==> src/rtl/sd_div_pkg.sv <==
package sd_div_pkg;
  localparam int unsigned REG_W         = 32;
  localparam int unsigned STOP_AUX_BIT  = 9;
  localparam int unsigned STOP_CARD_BIT = 8;
  localparam int unsigned PRE_LSB       = 2;
  localparam int unsigned PRE_W         = 3;
  localparam int unsigned FIN_LSB       = 0;
  localparam int unsigned FIN_W         = 2;
  localparam int unsigned PRE_CODES     = 5;
  localparam int unsigned FIN_CODES     = 2;
  // largest half-period exponent: pre 4 plus final 1 plus 1
  localparam int unsigned MAX_EXP       = (PRE_CODES - 1) + (FIN_CODES - 1) + 1;
  localparam int unsigned HALF_W        = MAX_EXP + 1;
  localparam int unsigned N_STAGES      = 2;
  localparam int unsigned AUX_IDX       = 0;
  localparam int unsigned CARD_IDX      = 1;
  localparam logic [REG_W-1:0] RESET_WORD = 32'h0000_0301;

  typedef struct packed {
    logic             stop_aux;
    logic             stop_card;
    logic [PRE_W-1:0] pre;
    logic [FIN_W-1:0] fin;
  } ctl_t;

  function automatic ctl_t unpack_ctl(input logic [REG_W-1:0] w);
    ctl_t c;
    c.stop_aux  = w[STOP_AUX_BIT];
    c.stop_card = w[STOP_CARD_BIT];
    c.pre       = w[PRE_LSB +: PRE_W];
    c.fin       = w[FIN_LSB +: FIN_W];
    return c;
  endfunction

  function automatic logic code_ok(input ctl_t c);
    return (32'(c.pre) < PRE_CODES) && (32'(c.fin) < FIN_CODES);
  endfunction

  function automatic logic [HALF_W-1:0] aux_half(input ctl_t c);
    return HALF_W'(1) << c.pre;
  endfunction

  function automatic logic [HALF_W-1:0] card_half(input ctl_t c);
    return HALF_W'(1) << (32'(c.pre) + 32'(c.fin) + 1);
  endfunction
endpackage

==> src/rtl/sd_div_regs.sv <==
module sd_div_regs
  import sd_div_pkg::*;
(
  input  logic             clk_i,
  input  logic             rst_ni,
  input  logic             we_i,
  input  logic [REG_W-1:0] wdata_i,
  output logic [REG_W-1:0] rdata_o,
  output ctl_t             ctl_o,
  output logic             err_o
);
  logic [REG_W-1:0] word_q;
  logic             err_q;
  logic             wr_ok;

  assign wr_ok = code_ok(unpack_ctl(wdata_i));

  always_ff @(posedge clk_i or negedge rst_ni) begin
    if (!rst_ni) begin
      word_q <= RESET_WORD;
      err_q  <= 1'b0;
    end else if (we_i) begin
      if (wr_ok) word_q <= wdata_i;
      else       err_q  <= 1'b1;
    end
  end

  assign rdata_o = word_q;
  assign ctl_o   = unpack_ctl(word_q);
  assign err_o   = err_q;

  AST_RSVD_HOLD: assert property (@(posedge clk_i) disable iff (!rst_ni)
    (we_i && !wr_ok) |=> (word_q == $past(word_q)));
  AST_ERR_STICKY: assert property (@(posedge clk_i) disable iff (!rst_ni)
    err_q |=> err_q);
  AST_CODES_LEGAL: assert property (@(posedge clk_i) disable iff (!rst_ni)
    code_ok(ctl_o));
endmodule

==> src/rtl/sd_div_stage.sv <==
module sd_div_stage #(
  parameter int unsigned HALF_W = 7
) (
  input  logic              clk_i,
  input  logic              rst_ni,
  input  logic              run_i,
  input  logic [HALF_W-1:0] half_i,
  output logic              clk_o
);
  logic              out_q, run_q, phase_end;
  logic [HALF_W-1:0] half_q, cnt_q;

  assign phase_end = (cnt_q == half_q - HALF_W'(1));

  always_ff @(posedge clk_i or negedge rst_ni) begin
    if (!rst_ni) begin
      out_q  <= 1'b0;
      run_q  <= 1'b0;
      half_q <= HALF_W'(1);
      cnt_q  <= '0;
    end else if (!run_q) begin
      out_q <= 1'b0;
      cnt_q <= '0;
      if (run_i) begin
        run_q  <= 1'b1;
        half_q <= half_i;
      end
    end else if (phase_end) begin
      cnt_q <= '0;
      if (out_q) begin
        out_q <= 1'b0;
      end else if (run_i) begin
        // settings are sampled only at the low-to-high boundary
        half_q <= half_i;
        out_q  <= 1'b1;
      end else begin
        run_q <= 1'b0;
      end
    end else begin
      cnt_q <= cnt_q + HALF_W'(1);
    end
  end

  assign clk_o = out_q;

  AST_HIGH_STABLE: assert property (@(posedge clk_i) disable iff (!rst_ni)
    (out_q && $past(out_q)) |-> $stable(half_q));
  AST_IDLE_LOW: assert property (@(posedge clk_i) disable iff (!rst_ni)
    !run_q |-> !out_q);
  AST_STOP_IN_LOW: assert property (@(posedge clk_i) disable iff (!rst_ni)
    $fell(run_q) |-> !$past(out_q));
endmodule

==> src/rtl/sd_clk_div_top.sv <==
module sd_clk_div_top
  import sd_div_pkg::*;
(
  input  logic        clk_i,
  input  logic        rst_ni,
  input  logic        reg_we_i,
  input  logic [31:0] reg_wdata_i,
  output logic [31:0] reg_rdata_o,
  output logic        card_clk_o,
  output logic        aux_clk_o,
  output logic        enabled_o,
  output logic        code_err_o
);
  ctl_t              ctl;
  logic [N_STAGES-1:0] run_v;
  logic [N_STAGES-1:0] clk_v;
  logic [HALF_W-1:0] half_v [N_STAGES];

  sd_div_regs u_regs (
    .clk_i  (clk_i),
    .rst_ni (rst_ni),
    .we_i   (reg_we_i),
    .wdata_i(reg_wdata_i),
    .rdata_o(reg_rdata_o),
    .ctl_o  (ctl),
    .err_o  (code_err_o)
  );

  assign run_v[AUX_IDX]   = !ctl.stop_aux;
  assign run_v[CARD_IDX]  = !ctl.stop_card;
  assign half_v[AUX_IDX]  = aux_half(ctl);
  assign half_v[CARD_IDX] = card_half(ctl);

  for (genvar g = 0; g < N_STAGES; g++) begin : g_stage
    sd_div_stage #(.HALF_W(HALF_W)) u_stage (
      .clk_i (clk_i),
      .rst_ni(rst_ni),
      .run_i (run_v[g]),
      .half_i(half_v[g]),
      .clk_o (clk_v[g])
    );
  end

  assign aux_clk_o  = clk_v[AUX_IDX];
  assign card_clk_o = clk_v[CARD_IDX];
  assign enabled_o  = !ctl.stop_aux && !ctl.stop_card;

  AST_STOPPED_LOW: assert property (@(posedge clk_i) disable iff (!rst_ni)
    ($past(ctl.stop_card) && ctl.stop_card && !$past(card_clk_o)) |-> !card_clk_o);
endmodule

==> config.mk <==
export PLATFORM = sky130hd
export DESIGN_NAME = sd_clk_div_top
export DESIGN_NICKNAME = d
export VERILOG_FILES = /design/src/rtl/sd_div_pkg.sv /design/src/rtl/sd_div_regs.sv /design/src/rtl/sd_div_stage.sv /design/src/rtl/sd_clk_div_top.sv
export SDC_FILE = /design/constraint.sdc
export NUM_CORES = 1
export LEC_CHECK = 0
export BUFFER_PORTS_ARGS = -buffer_cell sky130_fd_sc_hd__buf_2
export CAP_MARGIN = 20
export CELL_PAD_IN_SITES_DETAIL_PLACEMENT = 1
export CELL_PAD_IN_SITES_GLOBAL_PLACEMENT = 1
export CORE_MARGIN = 1.5
export CORE_UTILIZATION = 35
export DETAILED_ROUTE_END_ITERATION = 12
export MAX_ROUTING_LAYER = met4
export PLACE_DENSITY = 0.73
export SKIP_CTS_REPAIR_TIMING = 1
export SLEW_MARGIN = 30
export SYNTH_ARGS = -nofsm -noshare
export SYNTH_HDL_FRONTEND = slang
export SYNTH_HIERARCHICAL = 1
export SYNTH_SLANG_ARGS = --single-unit
==> constraint.sdc <==
create_clock -name clk_i -period 3.4 [get_ports clk_i]
set_input_delay 0.85 -clock clk_i [delete_from_list [all_inputs] [get_ports clk_i]]
set_output_delay 0.85 -clock clk_i [all_outputs]
set_load 0.01 [all_outputs]
# After elaboration in Yosys (flattened, before gate mapping)

Index checks and enable logic that the tools add are counted.

Shifts and indexed selects: 2
Reductions and logical operators: 8
Muxes and demuxes: 26
Add/subtract/negate cells: 6
Equality and inequality tests: 6
$lt $le $gt $ge: 2
Bitwise gates (word level): 1
Div/mod/pow operators: 0
Multiply operators: 0

Operators with widths:

| kind                | count |
|---|---|
| $mux 7              | 12 |
| $add 7x1->7 const B | 2 |
| $eq 7x7->1          | 2 |
| $mux 1              | 14 |
| $sub 7x1->7 const B | 2 |
| $ne 2x2->1 const B  | 4 |
| $reduce_and 2->1    | 4 |
| $shl 1x3->7 const A | 1 |
| $shl 1x5->7 const A | 1 |
| $add 4x1->5 const B | 1 |
| $add 3x2->4         | 1 |
| $lt 3x3->1 const B  | 1 |
| $logic_and 1x1->1   | 2 |
| $logic_not 1->1     | 2 |
| $lt 2x2->1 const B  | 1 |
| $not 1->1           | 1 |

Latch bits: 0
Output and inout port bits: 36
Register bits: 65
Bits in read-only memories: 0
Bits in writable memories: 0
Input bits: 35
Memories: 0
Logic and storage cells: 61

# Logic depth before layout (Yosys ltp)

Depth in word-level cells: 7
Depth in mapped cells: 8
Mapped depth without buffers: 8

# Hierarchy

The synthesis kept the hierarchy.

By module, submodules not included:

| module         | instances | area an instance (um^2) | cells each |
|---|---|---|---|
| sd_div_stage   | 2         | 850.8                   | 78 |
| sd_div_regs    | 1         | 1361.3                  | 88 |
| sd_clk_div_top | 1         | 260.2                   | 30 |

# Worst setup path before layout

Ideal clock, no wire load.

Kind: flip-flop to flip-flop
From: register g_stage[0].u_stage.half_q[0]
To: register g_stage[0].u_stage.half_q[1]
Slack: 1.202 ns
Cell stages (with the launch flop): 8
Period minus slack after synthesis: 2.198 ns
Data arrival time: 2.073 ns
Cells stage by stage: dfstp_2 > inv_1 > ha_1 > nand2b_1 > a31oi_1 > nand4_1 > o32ai_4 > mux2_2

Cells in the longest elaborated chain, start to end: 4

Ends and longest elaborated chain:

| what                       | line               | source |
|---|---|---|
| start: declaration         | sd_div_stage.sv:11 | `logic [HALF_W-1:0] half_q, cnt_q;` |
| start signal: assignment   | sd_div_stage.sv:26 | `half_q <= half_i;` |
| start signal: assignment   | sd_div_stage.sv:34 | `half_q <= half_i;` |
| $sub 7x1->7                | sd_div_stage.sv:13 | `assign phase_end = (cnt_q == half_q - HALF_W'(1));` |
| $eq 7x7->1                 | sd_div_stage.sv:13 |  |
| $ne 2x2->1 (no line)       | n/a                |  |
| $reduce_and 2->1 (no line) | n/a                |  |

Every way passes these cells.
A chain may end at the register's enable or synchronous reset.

# Worst setup path after layout

From: register g_stage[0].u_stage.half_q[0]
To: register g_stage[0].u_stage.half_q[2]

Same word-level chain as after synthesis.

==> results by group <==
Floorplan
  • Total die area: 0.01009 mm²
  • Row count: 35
  • Io pins: 71
  • Initial Util: 0.3596
  • Die Y: 100.4 µm
  • Total core area: 0.009240 mm²
  • Die width: 100.4 µm

Logic synthesis
  • Post-synthesis cell count: 274
  • Mux cell area share after synthesis: 0.1585
  • Post-synth EDFFs: 0
  • Post-Synth Simple-Gate Area: 0.1382
  • Cell variety after synth: 47
  • Main flop type after synthesis: dfrtp_1
  • Yosys reg bits: 65
  • Synth Area in Adders: 0.02861
  • Largest family of logic cells by synthesized area: multiplexers
  • Post-synthesis async set-or-reset flop share: 1.000
  • Mean post-synth cell area: 12.13 µm²
  • Register area share after synthesis: 0.4913
  • Compound-Gate Fraction of Synth Area: 0.06062
  • Post-Synth XOR/XNOR Area: 0.07681
  • Post-Synthesis Cell Area: 0.003323 mm²
  • Syn nets: 316
  • Warnings, synthesis: 6

Drt
  • DR DRC count: 0
  • Drt via density: 4.749
  • ANT nets after route: 0
  • Routed wire length: 6828 µm
  • Initial drt markers: 94
  • DR WL/cell: 14.25 µm
  • Detailed-route via count: 2275
  • Drt pass-1 iters: 3

Flow run
  • Max-cap violations: 0

Timing
  • Fin crit share: 0.7218
  • Slew headroom: 0.4935
  • Final min period: 2454 ps
  • RSZ-0062 raised after global routing: false
  • Slew Limit Fails: 0
  • Peak Freq: 0.4075 GHz
  • Hold slack: 501.7 ps
  • Worst-margin pin slew: 759.7 ps
  • Setup violators final: 0
  • Hold Vio Cnt, Final: 0
  • Setup TNS: 0 ps
  • Worst clock skew: 7.964 ps

Layout
  • Layout Nets: 387
  • Most common cell after layout, fill and taps aside: buf_2
  • FF+latch area: 0.001633 mm²
  • Synth-to-layout area growth: 19.84%
  • Antenna Cells: 0
  • FILL cells: 1034
  • Area of the multi-input gates: 0.001538 mm²
  • Final instance area: 0.003983 mm²
  • Share of cells above drive strength 1: 0.3971
  • Most frequent cells in the layout: 70 x buf_2, 60 x dfrtp_1, 29 x nor2_1, 27 x mux2_2, 18 x xnor2_1

Worst hold path
  • Min-Delay Path Class: reg -> reg
  • Worst Hold End: u_regs/rdata_o[22]
  • Min-Delay Startpoint: u_regs/rdata_o[22]
  • Worst Hold Depth: 1

Setup path
  • CP Cell Sequence: inv_1 > ha_1 > nand2b_1 > a31oi_1 > nand4_1 > o32ai_4 > mux2_2
  • Worst Path Arrival: 2690 ps
  • Startpoint class of the critical path: flip-flop
  • CP peak stage delay: 570 ps
  • FF-to-FF setup slack: 950 ps
  • WP buf/inv: 1
  • Worst-path cell with the longest stage delay: dfstp_2
  • R2r endpoint: g_stage[0].u_stage/half_q[2]
  • Worst Path Required: 3630 ps
  • FF-to-FF Start: g_stage[0].u_stage/half_q[0]
  • R2R depth: 7
  • CP Max Fanout: 7
  • Worst path top cell family by delay: compound AO/OA/AOI/OAI gates
  • Endpoint class of the critical path: flip-flop
  • WS Path Type: reg -> reg

Power and ir drop
  • Leakage: 0.001887 µW
  • Power Dens Cells: 817.1 mW/mm²
  • Peak supply drop: 0.3000 mV

Clock network
  • Htree depth: 3
  • Total CTS buffers: 9
  • Sink Count: 65
  • Clk Latency, worst-skew pair: 340 ps
  • Clock transition at the registers of the reported paths: 80 ps
  • Root buf cell: clkbuf_8
  • CTS tree: built
  • Longest Clk Path Bufs: 2

Global route
  • Global-route wire length before repair: 12010 µm
  • Vias in the first global route: 2475
  • GRT Residual Overflow: 0
  • GRT Total Usage: 0.1563
  • Pin count of the biggest net entering global routing: 34
  • Initial antenna violation count: 0

Place
  • IO Port Bufs: 70
  • Placer Congestion: 0.7826
  • Dpl hpwl: 5007 µm
  • Area after DPL: 0.003762 mm²

Run status
  • Status: complete, no violations
layout make-up:
cell class | instances | share of cell area
Inverter | 14 | 0.01320
Clock buffer | 11 | 0.03550
Tap cell | 129 | 0.04053
Sequential cell | 65 | 0.4100
Clock inverter | 5 | 0.01979
Timing Repair Buffer | 72 | 0.09488
Multi-Input combinational cell | 183 | 0.3861
power breakdown:
part	internal, µW	switching, µW
sequential	1010	238
clock	432	300
combinational	626	643
metal layers:
layer	part of all wire	routed length [µm]	global-route usage	vias up
met5	0	0	-	-
met4	0.021	141	0.07584	0
met3	0.041	281	0.03482	13
met2	0.49	3329	0.2428	56
met1	0.45	3076	0.1936	1128
li1	-	-	-	1078
sequential cells by signal, indices dropped and copies added, names as in the netlist:
name,cells
g_stage.u_stage/half_q,14
u_regs/rdata_o,32
g_stage.u_stage/clk_o,2
g_stage.u_stage/run_q,2
g_stage.u_stage/cnt_q,14
u_regs/err_o,1
metrics by stage:
step | instances | utilization | setup slack, ps | total power [µW]
floorplan | 274 | - | 1202 | 2218
global placement | 463 | 0.4072 | 1013 | 2476
detailed placement | 463 | 0.4072 | 954.2 | 2543
CTS | 479 | 0.4310 | 932.4 | 3310
global route | 479 | 0.4310 | 787.2 | 3512
finish | 479 | 0.4310 | 946.0 | 3254
worst register-to-register path: cells and delay by family (launching register included):
family          cells  cell delay, ps
compound gates      2             670
flops               1             570
buf+inv             1              60
mux                 1             390
fa+ha+maj           1             240
simple gates        2             410
synth_stat cells, types with 2 or more instances:
cell | instances | area [µm²]
nand4_1 | 2 | 12.51
nor2_1 | 29 | 108.9
inv_1 | 14 | 52.55
o32ai_4 | 2 | 55.05
buf_6 | 2 | 22.52
a31oi_1 | 2 | 12.51
o21ai_1 | 2 | 10.01
buf_4 | 7 | 52.55
nor3_2 | 2 | 20.02
ha_1 | 6 | 75.07
o31ai_1 | 2 | 15.01
dfrtp_1 | 60 | 1501
nor4b_2 | 3 | 45.04
xnor2_1 | 18 | 157.7
mux2_1 | 6 | 67.56
nand2_1 | 10 | 37.54
xor2_1 | 8 | 70.07
nand3_1 | 4 | 20.02
nor3_1 | 4 | 20.02
nand2b_1 | 6 | 37.54
nor4b_1 | 2 | 17.52
mux2i_1 | 2 | 20.02
mux2_2 | 27 | 304.0
and3_1 | 5 | 31.28
and2_1 | 3 | 18.77
or3_1 | 4 | 25.02
a21oi_1 | 5 | 25.02
mux2_4 | 9 | 135.1
o21ai_0 | 2 | 10.01
dfstp_2 | 5 | 131.4
a2bb2oi_1 | 2 | 17.52
o21bai_1 | 2 | 15.01
a21boi_0 | 2 | 15.01
nor4_1 | 2 | 12.51
logic make-up after synthesis:
group,count (synthesis)
fa+ha+maj,7
xor+xnor,27
flops,65
buf+inv,26
simple gates,81
compound gates,24
mux,44
worst max-delay path by stage:
stage                                      start                            to  slack (ps)  depth (start not counted)
global route        g_stage[1].u_stage/half_q[0]  g_stage[1].u_stage/half_q[4]         790                          7
global placement    g_stage[1].u_stage/half_q[0]  g_stage[1].u_stage/half_q[4]        1010                          7
floorplan           g_stage[0].u_stage/half_q[0]  g_stage[0].u_stage/half_q[1]        1200                          7
CTS                 g_stage[0].u_stage/half_q[0]  g_stage[0].u_stage/half_q[2]         930                          7
detailed placement  g_stage[1].u_stage/half_q[0]  g_stage[1].u_stage/half_q[4]         950                          7
finish              g_stage[0].u_stage/half_q[0]  g_stage[0].u_stage/half_q[2]         950                          7
Note: power is estimated with default switching activity, not from simulation.
